**config.mk**
```make
export PLATFORM = sky130hd
export DESIGN_NAME = sync_mode_watch
export DESIGN_NICKNAME = d
export VERILOG_FILES = /design/src/rtl/smw_pkg.sv /design/src/rtl/smw_period_meter.sv /design/src/rtl/smw_hdiff_cmp.sv /design/src/rtl/smw_pol_track.sv /design/src/rtl/smw_regs.sv /design/src/rtl/sync_mode_watch.sv
export SDC_FILE = /design/constraint.sdc
export NUM_CORES = 1
export LEC_CHECK = 0
export BUFFER_PORTS_ARGS = -buffer_cell sky130_fd_sc_hd__buf_2
export CAP_MARGIN = 20
export CORE_ASPECT_RATIO = 1.1
export CORE_MARGIN = 2
export CORE_UTILIZATION = 55
export CTS_CLUSTER_DIAMETER = 200
export DETAILED_ROUTE_END_ITERATION = 8
export PLACE_DENSITY = 0.76
export REMOVE_ABC_BUFFERS = 1
export SYNTH_ARGS = -nofsm -noshare
export SYNTH_HDL_FRONTEND = slang
export SYNTH_SLANG_ARGS = --single-unit
```
**constraint.sdc**
```tcl
create_clock -name clk -period 2.9 [get_ports clk]
set_clock_uncertainty 0.2 [all_clocks]
set_input_delay 0 -clock clk [delete_from_list [all_inputs] [get_ports clk]]
set_output_delay 0 -clock clk [all_outputs]
set_load 0.1 [all_outputs]
```
**src/rtl/smw_pkg.sv**
```systemverilog
package smw_pkg;

  localparam int  THR_W     = 4;
  localparam logic ADDR_CTRL = 1'b0;
  localparam logic ADDR_STAT = 1'b1;

  // Control register; field order fixes the bit positions seen by software.
  typedef struct packed {
    logic [THR_W-1:0] thr;       // bits 7:4
    logic             irq_en;    // bit 3
    logic             ovf_off;   // bit 2
    logic             pol_off;   // bit 1
    logic             diff_off;  // bit 0
  } ctrl_t;

  localparam ctrl_t CTRL_RST = '{thr: 4'hF, irq_en: 1'b0, ovf_off: 1'b1,
                                 pol_off: 1'b1, diff_off: 1'b1};

  // Distance between two period counts (widths up to 16 bits).
  function automatic logic [15:0] abs_gap(input logic [15:0] a, input logic [15:0] b);
    return (a >= b) ? (a - b) : (b - a);
  endfunction

  // True when the high samples make up more than half of the total.
  function automatic logic mostly_high(input logic [15:0] hi, input logic [15:0] tot);
    return {hi, 1'b0} > {1'b0, tot};
  endfunction

endpackage

```
**src/rtl/smw_period_meter.sv**
```systemverilog
module smw_period_meter #(
  parameter int CW = 8
) (
  input  logic          clk,
  input  logic          rst_n,
  input  logic          lvl,    // sync level being measured
  input  logic          tick,   // unit of counting
  output logic          rise,   // period boundary, result valid this cycle
  output logic [CW-1:0] cnt,    // ticks in the period that ends here
  output logic          pol,    // majority level over that period
  output logic          ovf     // one pulse when the period exceeds the counter
);
  import smw_pkg::*;

  localparam logic [CW-1:0] CMAX = '1;

  logic          lvl_q;
  logic [CW-1:0] cnt_q;
  logic [CW-1:0] hi_q;
  logic          sat_q;

  assign rise = lvl & ~lvl_q;
  assign cnt  = cnt_q;
  assign pol  = mostly_high(16'(hi_q), 16'(cnt_q));
  assign ovf  = tick & ~rise & (cnt_q == CMAX) & ~sat_q;

  always_ff @(posedge clk or negedge rst_n) begin
    if (!rst_n) begin
      lvl_q <= 1'b0;
      cnt_q <= '0;
      hi_q  <= '0;
      sat_q <= 1'b0;
    end else begin
      lvl_q <= lvl;
      if (rise) begin
        cnt_q <= CW'(tick);
        hi_q  <= CW'(tick & lvl);
        sat_q <= 1'b0;
      end else if (tick) begin
        if (cnt_q != CMAX) cnt_q <= cnt_q + 1'b1;
        else               sat_q <= 1'b1;
        if (lvl && hi_q != CMAX) hi_q <= hi_q + 1'b1;
      end
    end
  end

endmodule

```
**src/rtl/smw_hdiff_cmp.sv**
```systemverilog
module smw_hdiff_cmp #(
  parameter int CW = 8
) (
  input  logic          clk,
  input  logic          rst_n,
  input  logic          en,
  input  logic [3:0]    thr,
  input  logic          meas_vld,
  input  logic [CW-1:0] meas_cnt,
  output logic          hit
);
  import smw_pkg::*;

  logic [CW-1:0] prev_q;
  logic          primed_q;
  logic [15:0]   gap;

  assign gap = abs_gap(16'(meas_cnt), 16'(prev_q));
  assign hit = en & meas_vld & primed_q & (gap > 16'(thr));

  always_ff @(posedge clk or negedge rst_n) begin
    if (!rst_n) begin
      prev_q   <= '0;
      primed_q <= 1'b0;
    end else if (!en) begin
      primed_q <= 1'b0;
    end else if (meas_vld) begin
      prev_q   <= meas_cnt;
      primed_q <= 1'b1;
    end
  end

endmodule

```
**src/rtl/smw_pol_track.sv**
```systemverilog
module smw_pol_track (
  input  logic clk,
  input  logic rst_n,
  input  logic en,
  input  logic meas_vld,
  input  logic meas_pol,
  output logic hit
);
  logic prev_q;
  logic primed_q;

  assign hit = en & meas_vld & primed_q & (meas_pol != prev_q);

  always_ff @(posedge clk or negedge rst_n) begin
    if (!rst_n) begin
      prev_q   <= 1'b0;
      primed_q <= 1'b0;
    end else if (!en) begin
      primed_q <= 1'b0;
    end else if (meas_vld) begin
      prev_q   <= meas_pol;
      primed_q <= 1'b1;
    end
  end

endmodule

```
**src/rtl/smw_regs.sv**
```systemverilog
module smw_regs (
  input  logic                 clk,
  input  logic                 rst_n,
  input  logic                 wr,
  input  logic                 addr,
  input  logic [7:0]           wdata,
  input  logic                 set_evt,
  output smw_pkg::ctrl_t       ctrl,
  output logic                 flag,
  output logic                 clr_req,
  output logic [7:0]           rdata
);
  import smw_pkg::*;

  assign clr_req = wr & (addr == ADDR_STAT) & wdata[0];
  assign rdata   = (addr == ADDR_CTRL) ? ctrl : {7'b0, flag};

  always_ff @(posedge clk or negedge rst_n) begin
    if (!rst_n) begin
      ctrl <= CTRL_RST;
    end else if (wr && addr == ADDR_CTRL) begin
      ctrl <= ctrl_t'(wdata);
    end
  end

  // Set has priority over a simultaneous clear.
  always_ff @(posedge clk or negedge rst_n) begin
    if (!rst_n)       flag <= 1'b0;
    else if (set_evt) flag <= 1'b1;
    else if (clr_req) flag <= 1'b0;
  end

endmodule

```
**src/rtl/sync_mode_watch.sv**
```systemverilog
module sync_mode_watch #(
  parameter int H_W = 8,   // clock cycles per line counter width
  parameter int V_W = 6    // lines per frame counter width
) (
  input  logic       clk,
  input  logic       rst_n,
  input  logic       hsync,
  input  logic       vsync,
  input  logic       reg_wr,
  input  logic       reg_addr,
  input  logic [7:0] reg_wdata,
  output logic [7:0] reg_rdata,
  output logic       mute_flag,
  output logic       nmi_req
);
  import smw_pkg::*;

  localparam int N_CH = 2;   // 0: horizontal, 1: vertical

  ctrl_t            ctrl;
  logic             h_rise, v_rise;
  logic [H_W-1:0]   h_cnt;
  logic [V_W-1:0]   v_cnt;
  logic             h_pol, v_pol;
  logic             h_ovf, v_ovf;
  logic             diff_hit;
  logic [N_CH-1:0]  ch_rise, ch_pol, pol_hit;
  logic             ovf_hit;
  logic             set_evt;
  logic             clr_req;

  smw_period_meter #(.CW(H_W)) u_hmeter (
    .clk(clk), .rst_n(rst_n), .lvl(hsync), .tick(1'b1),
    .rise(h_rise), .cnt(h_cnt), .pol(h_pol), .ovf(h_ovf)
  );

  smw_period_meter #(.CW(V_W)) u_vmeter (
    .clk(clk), .rst_n(rst_n), .lvl(vsync), .tick(h_rise),
    .rise(v_rise), .cnt(v_cnt), .pol(v_pol), .ovf(v_ovf)
  );

  smw_hdiff_cmp #(.CW(H_W)) u_hdiff (
    .clk(clk), .rst_n(rst_n), .en(~ctrl.diff_off), .thr(ctrl.thr),
    .meas_vld(h_rise), .meas_cnt(h_cnt), .hit(diff_hit)
  );

  assign ch_rise = {v_rise, h_rise};
  assign ch_pol  = {v_pol, h_pol};

  for (genvar g = 0; g < N_CH; g++) begin : g_pol
    smw_pol_track u_pol (
      .clk(clk), .rst_n(rst_n), .en(~ctrl.pol_off),
      .meas_vld(ch_rise[g]), .meas_pol(ch_pol[g]), .hit(pol_hit[g])
    );
  end

  assign ovf_hit = ~ctrl.ovf_off & (h_ovf | v_ovf);
  assign set_evt = diff_hit | (|pol_hit) | ovf_hit;

  smw_regs u_regs (
    .clk(clk), .rst_n(rst_n), .wr(reg_wr), .addr(reg_addr), .wdata(reg_wdata),
    .set_evt(set_evt), .ctrl(ctrl), .flag(mute_flag), .clr_req(clr_req),
    .rdata(reg_rdata)
  );

  assign nmi_req = mute_flag & ctrl.irq_en;

endmodule

```
==> impl_results.md, run 1 <==
* Final Hold Fails at 0
* Finished Layout Cells at 541
* Vias in the first global route at 3065
* Area leader, netlist: dfrtp_1
* DRT Wirelength at 8280 µm
* Final ANT Viol Nets at 0
* Power density over the cells at 885 nW/µm²
* Largest net degree at the start of global routing at 36
* Clock Latency Late Sink at 0.31 ns
* Die Area at 7130 µm²
* Root buf cell: clkbuf_8
* Number of remaining DRC errors at 0
* Area grow syn2layout at 22.4%
* Launch point of the critical path: u_hmeter.cnt[2]
* Gr ovfl total at 0
* Total number of vias at 2994
* Final setup margin at -0.290 ns
* Starting Density at 57.1%
* Max-Cap Viols at 0
* Global placement routability congestion at 0.811
* Static Leak at 1.98 nW
* First-pass GRT wire length at 13800 µm
* Top FF cell, synth: dfrtp_1
* RSZ-0062 raised after global routing: true
* Sequential element share of the synthesized area at 38.2%
* TritonCTS Buffers at 5
* Max Slew Vio Count at 0
* Pre-CTS setup slack at -0.484 ns
* Diodes inserted at 0
* DP HPWL at 6130 µm
* Detailed-router iteration count before antenna repair at 4
* CP endpoint kind: flop
* WL per Instance at 15.3 µm
* VDD IR-drop max at 751 µV
* Fmax at 313 MHz
* R2r setup slk at -0.29 ns
* Fraction of layout cells with a size suffix above 1 at 23.9%
* Asr flop ratio synth at 100%
* Critical Path Start Type: flop
* Core area at 6230 µm²
* Total track usage at 25.0%
* DIE HEIGHT at 88.4 µm
* #FFs+latches synth at 54
* Synthesized area per cell at 9.17 µm²
* Fin area at 4360 µm²
* Mapped cell area at 3560 µm²
* Worst slew pin tran at 0.864 ns
* Dpl cells at 520
* Post-synth top area share at 33.0%
* Fin crit period at 3.19 ns
* Antenna violations before repair at 0
* Area post-placement at 4020 µm²
* CP endpoint: u_regs.flag
* Clk buf depth at 2
* Fillers at 453
* Starting DRC count in detailed routing at 121
* Ratio of final minimum period to clock period at 110%
* CTS clk-pin slew, worst paths at 0.09 ns
* WP data arrival at 3.17 ns
* Reg2reg end: u_regs.flag
* EDFF count, synth at 0
* Hold WC Path Type: in -> reg
* Chip Width at 80.7 µm
* Crit path required time at 2.88 ns
* I/O Buffers at 23
* Outcome: finished, violations left
* Row count at 30
* Post-synth cell types at 53
* H-Tree Depth at 2
* Worst setup path class: reg -> reg
* Clock sinks at 54
* Tot Pwr at 3.85 mW
* Mean number of vias per cell at 5.53
* TritonCTS clock tree: built
* Rel. slew slack at 42.2%
* RR Startpoint: u_hmeter.cnt[2]
* Final nets at 512
* Final setup viols at 1
* Reg2Reg Depth at 14
* Failing checks: setup timing
* Count leader, synth: dfrtp_1
* Commonest cells in the netlist: 47 x dfrtp_1, 46 x nor2_1, 36 x ha_1
* Synth area leaders: dfrtp_1 33%, ha_1 13%, dfstp_2 5.2%, nor2_1 4.9%, xnor2_1 4.4%
* Synth warn at 0
* I/O Pins at 24
* Cells after synthesis at 388
* Maximum fanout along the worst path at 4
-- cells by family after synthesis --
kind of cell,Yosys count,share of synthesized area [%]
xor+xnor,25,6.15
buf+inv,42,4.82
flops,54,38.2
fa+ha+maj,38,13.8
mux,11,3.34
compound gates,82,15.6
simple gates,136,18.1
-- per-layer routing --
layer / up-vias / global-route usage, % / share of wire [%]
met4: 0 / 10.8 / 2.5
li1: 1493 / - / -
met1: 1424 / 28.6 / 43
met3: 19 / 4.39 / 2.9
met2: 58 / 45.8 / 52
met5: - / 0 / 0
-- sequential cells by signal, indices dropped and copies added (netlist names) --
register,cells
u_vmeter.sat_q,1
u_hmeter.hi_q,8
u_regs.flag,1
u_vmeter.lvl_q,1
u_hmeter.lvl_q,1
g_pol.u_pol.primed_q,2
u_hdiff.prev_q,8
u_regs.ctrl,8
u_vmeter.hi_q,6
u_hmeter.sat_q,1
u_vmeter.cnt,6
g_pol.u_pol.prev_q,2
u_hdiff.primed_q,1
u_hmeter.cnt,8
-- per-stage QoR --
step / utilization (%) / setup TNS [ns] / hold WS (ns)
3_5_place_dp: 64.5 / -0.484 / -0.232
6_report: 69.9 / -0.290 / 0.0160
2_1_floorplan: - / -0.389 / -0.496
5_1_grt: 69.9 / -0.476 / 0.0390
3_3_place_gp: 64.5 / -0.232 / -0.232
4_1_cts: 69.5 / -0.265 / 0.00602
-- cell type report --
class,count,area [µm²],area share (%)
clock buffers,7,86.3,1.98
clock inverters,1,5.00,0.115
inverters,32,120,2.76
multi-input cells,292,2150,49.3
flip-flops and latches,54,1360,31.2
well taps,80,100,2.30
repair buffers,75,536,12.3
-- what timing repair did --
item,CTS,global route
setup endpoints to repair,1,1
resized for setup,15,6
buffers inserted,1,0
pin swaps,9,2
endpoints found under the hold margin,64,0
hold buffers,12,0
-- worst min-delay path by stage --
stage / from / to / slack [ns] / depth (start not counted)
floorplan: rst_n / g_pol[0].u_pol.prev_q / -0.50 / 0
global placement: rst_n / u_vmeter.hi_q[2] / -0.23 / 1
detailed placement: rst_n / u_vmeter.hi_q[2] / -0.23 / 1
CTS: reg_wr / u_regs.flag / 0.006 / 6
global route: reg_wr / u_regs.flag / 0.04 / 6
finish: reg_wr / u_regs.flag / 0.02 / 6
-- cell usage in the layout (no fill, tap or decap), types with 6 or more instances in the layout --
cell,instances
inv_1,27
nand2_1,35
ha_1,28
xor2_1,7
o21ai_0,26
a21oi_1,16
nor2_1,45
dlygate4sd3_1,12
nand3_1,10
dfrtp_1,47
xnor2_1,18
nor2b_1,7
nand4_1,8
buf_4,40
and3_1,7
ha_4,8
buf_2,23
clkbuf_8,6
mux2_2,7
dfstp_2,7
-- critical path, stage by stage (launching register included) --
cell	delay [ns]
dfrtp_1	0.40
inv_2	0.07
ha_4	0.28
o21a_1	0.12
o31ai_2	0.09
a31o_4	0.24
a22oi_4	0.20
mux2i_1	0.25
xor2_1	0.18
ha_1	0.29
a21oi_2	0.15
o21ai_1	0.07
and3_1	0.18
a311oi_2	0.23
o211ai_1	0.13
-- where the power goes --
part / internal [mW] / switching [mW]
Sequential: 0.882 / 0.117
Combinational: 1.14 / 1.29
Clock: 0.193 / 0.234
(Power assumes the default switching activity.)
==> run 2, diff against run 1 <==
--- a/config.mk
+++ b/config.mk
@@ -9,9 +9,10 @@
 export CAP_MARGIN = 20
 export CORE_ASPECT_RATIO = 1.1
 export CORE_MARGIN = 2
-export CORE_UTILIZATION = 55
+export CORE_UTILIZATION = 57
 export CTS_CLUSTER_DIAMETER = 200
 export DETAILED_ROUTE_END_ITERATION = 8
+export GPL_TIMING_DRIVEN = 0
 export PLACE_DENSITY = 0.76
 export REMOVE_ABC_BUFFERS = 1
 export SYNTH_ARGS = -nofsm -noshare
==> constraint.sdc (replaced) <==
create_clock -name clk -period 3 [get_ports clk]
set_clock_uncertainty 0.2 [all_clocks]
set_input_delay 0 -clock clk [delete_from_list [all_inputs] [get_ports clk]]
set_output_delay 0 -clock clk [all_outputs]
set_load 0.1 [all_outputs]
==> run 2 against run 1 <==
The flow finishes with violations (hold timing, setup timing); register-to-register slack about the same; clock power increased by 12%; count of clock-buffer cells in the layout is 2 lower; critical endpoint unchanged; largest cell class unchanged; largest power group unchanged.
==> impl_results.md, run 2 (synthesized netlist as in run 1, its figures left out) <==
* VDD IR-drop max at 662 µV (-12%)
* Worst slew pin tran at 0.867 ns (+0.00284 ns)
* Crit path required time at 2.97 ns (+0.09 ns)
* Tot Pwr at 3.78 mW (-1.9%)
* Fillers at 467 (+3.1%)
* DIE HEIGHT at 86.9 µm (-1.7%)
* CP peak stage delay at 0.45 ns (+0.05 ns)
* TritonCTS clock tree: built
* DRT Wirelength at 8010 µm (-3.3%)
* Area of the multi-input gates at 2140 µm² (-0.47%)
* Total track usage at 25.8% (+0.80 points)
* Final Hold Fails at 3 (+3)
* Failing checks: hold timing, setup timing
* Starting Density at 58.2% (+1.1 points)
* Clk buf depth at 2 (unchanged)
* RSZ-0062 raised after global routing: true
* CTS clk-pin slew, worst paths at 0.10 ns (about the same)
* Fin area at 4270 µm² (-1.9%)
* Outcome: finished, violations left
* Final setup margin at -0.296 ns (-0.00539 ns)
* Power density over the cells at 885 nW/µm² (about the same)
* Maximum fanout along the worst path at 3 (-1)
* TritonCTS Buffers at 5 (unchanged)
* Root buf cell: clkbuf_8
* Clock Latency Late Sink at 0.30 ns (about the same)
* Ratio of final minimum period to clock period at 110% (-0.15 points)
* Diodes inserted at 0 (unchanged)
* WL per Instance at 15.3 µm (-0.35%)
* Clock sinks at 54 (unchanged)
* Detailed-router iteration count before antenna repair at 4 (unchanged)
* Total number of vias at 2978 (-0.53%)
* Critical Path Start Type: flop
* Vias in the first global route at 3040 (-0.82%)
* Max Slew Vio Count at 0 (unchanged)
* Max-Cap Viols at 0 (unchanged)
* Number of remaining DRC errors at 0 (unchanged)
* Rel. slew slack at 42.0% (-0.21 points)
* I/O Buffers at 23 (unchanged)
* H-Tree Depth at 2 (unchanged)
* I/O Pins at 24 (unchanged)
* Final ANT Viol Nets at 0 (unchanged)
* Fraction of layout cells with a size suffix above 1 at 22.2% (-1.6 points)
* Commonest non-fill, non-tap cell in the layout: nor2_1
* Core area at 6120 µm² (-1.8%)
* Slowest library cell on the worst path: dfrtp_1
* CP endpoint kind: flop
* Storage cell area at 1360 µm² (+0.28%)
* Worst setup path class: reg -> reg
* Row count at 30 (unchanged)
* Fin crit period at 3.30 ns (+0.105 ns)
* Most frequent cells in the layout: 45 x nor2_1, 44 x dfrtp_1, 35 x nand2_1
* Chip Width at 79.3 µm (-1.7%)
* Mean number of vias per cell at 5.67 (+2.5%)
* Fmax at 303 MHz (-3.2%)
* Static Leak at 1.91 nW (-3.4%)
* Worst path cell trace: ha_4, nor2b_4, o31ai_2, a31o_4, a22oi_4, buf_6, mux2_2, ha_1, a21oi_1, o21ai_1, and3_1, a311oi_2, o211ai_1
* Area post-placement at 3750 µm² (-6.5%)
* Worst hold slack at -0.00511 ns (-0.0211 ns)
* Final setup viols at 1 (unchanged)
* Global placement routability congestion at 0.842 (+3.7%)
* Die Area at 6890 µm² (-3.3%)
* DP HPWL at 5680 µm (-7.3%)
* Gr ovfl total at 0 (unchanged)
* Hold WC Path Type: in -> async
* Area grow syn2layout at 20.0%
* Antenna violations before repair at 0 (unchanged)
* First-pass GRT wire length at 14100 µm (+2.1%)
* Final nets at 496 (-3.1%)
* Starting DRC count in detailed routing at 130 (+7.4%)
* Largest net degree at the start of global routing at 34 (-5.6%)
* WP data arrival at 3.27 ns (+0.10 ns)
-- run 2: cell types whose count changed in the layout (fill, tap and decap cells not counted), sizes merged --
cell | before | now
clkinv | 1 | 2
buf | 63 | 47
clkbuf | 7 | 5
bufinv | 0 | 1
-- run 2: path summary, 6_finish.rpt --
kind                                         start                       to  slack, ns  cells past startpoint
max                              u_hdiff.prev_q[1]              u_regs.flag      -0.30                     13
min                                          rst_n         u_vmeter.hi_q[2]     -0.005                      2
max reg2reg                      u_hdiff.prev_q[1]              u_regs.flag      -0.30                     13
min reg2reg                g_pol[0].u_pol.primed_q  g_pol[0].u_pol.primed_q       0.31                      2
max in group asynchronous                    rst_n           u_regs.ctrl[7]       1.98                      3
min in group clk                          reg_addr           u_regs.ctrl[6]       0.04                      4
-- run 2: report_power, final --
group / switching, mW / internal [mW] / total [mW]
combinational: 1.23 / 1.10 / 2.33
clock: 0.231 / 0.246 / 0.477
sequential: 0.119 / 0.855 / 0.973
-- run 2: final cells by class --
type | count | area share [%]
Clock buffer | 5 | 1.61
Sequential cell | 54 | 31.9
Clock inverter | 3 | 0.937
Tap cell | 80 | 2.34
Multi-Input combinational cell | 292 | 50.1
Timing Repair Buffer | 59 | 10.2
Inverter | 32 | 2.93
-- run 2: worst max-delay path: cells and delay by family, from the launching register on --
family | cells | cell delay, ns
adder cells (fa/ha/maj) | 2 | 0.61
flip-flops | 1 | 0.45
multiplexers | 1 | 0.33
AND/OR/NAND/NOR | 2 | 0.34
AO/OA/AOI/OAI | 7 | 1.10
buffers and inverters | 1 | 0.14
-- run 2: timing repair --
item                                   CTS  global route
pin swaps                               13             3
setup endpoints to repair                1             1
endpoints found under the hold margin   66             0
setup buffers                           21             0
hold buffers                            12             0
gates resized for setup                 31             0
-- run 2: stage by stage --
step | hold slack (ns) | setup slack, ns | cells | TNS (ns) | utilization, %
detailed placement | -0.195 | -0.886 | 483 | -0.886 | 61.4
global placement | -0.0484 | -0.766 | 481 | -0.766 | 60.9
floorplan | -0.496 | -0.289 | 378 | -0.289 | -
CTS | 0.00551 | -0.214 | 524 | -0.214 | 69.7
finish | -0.00511 | -0.296 | 525 | -0.296 | 69.8
global route | 0.0617 | -0.414 | 525 | -0.414 | 69.8
-- run 2: metal layers --
metal / up-vias / track usage, % / part of all wire [%]
met5: - / 0 / 0
met4: 0 / 9.40 / 2.5
met3: 23 / 4.46 / 2.6
met2: 40 / 46.0 / 52
met1: 1454 / 31.3 / 43
li1: 1461 / - / -
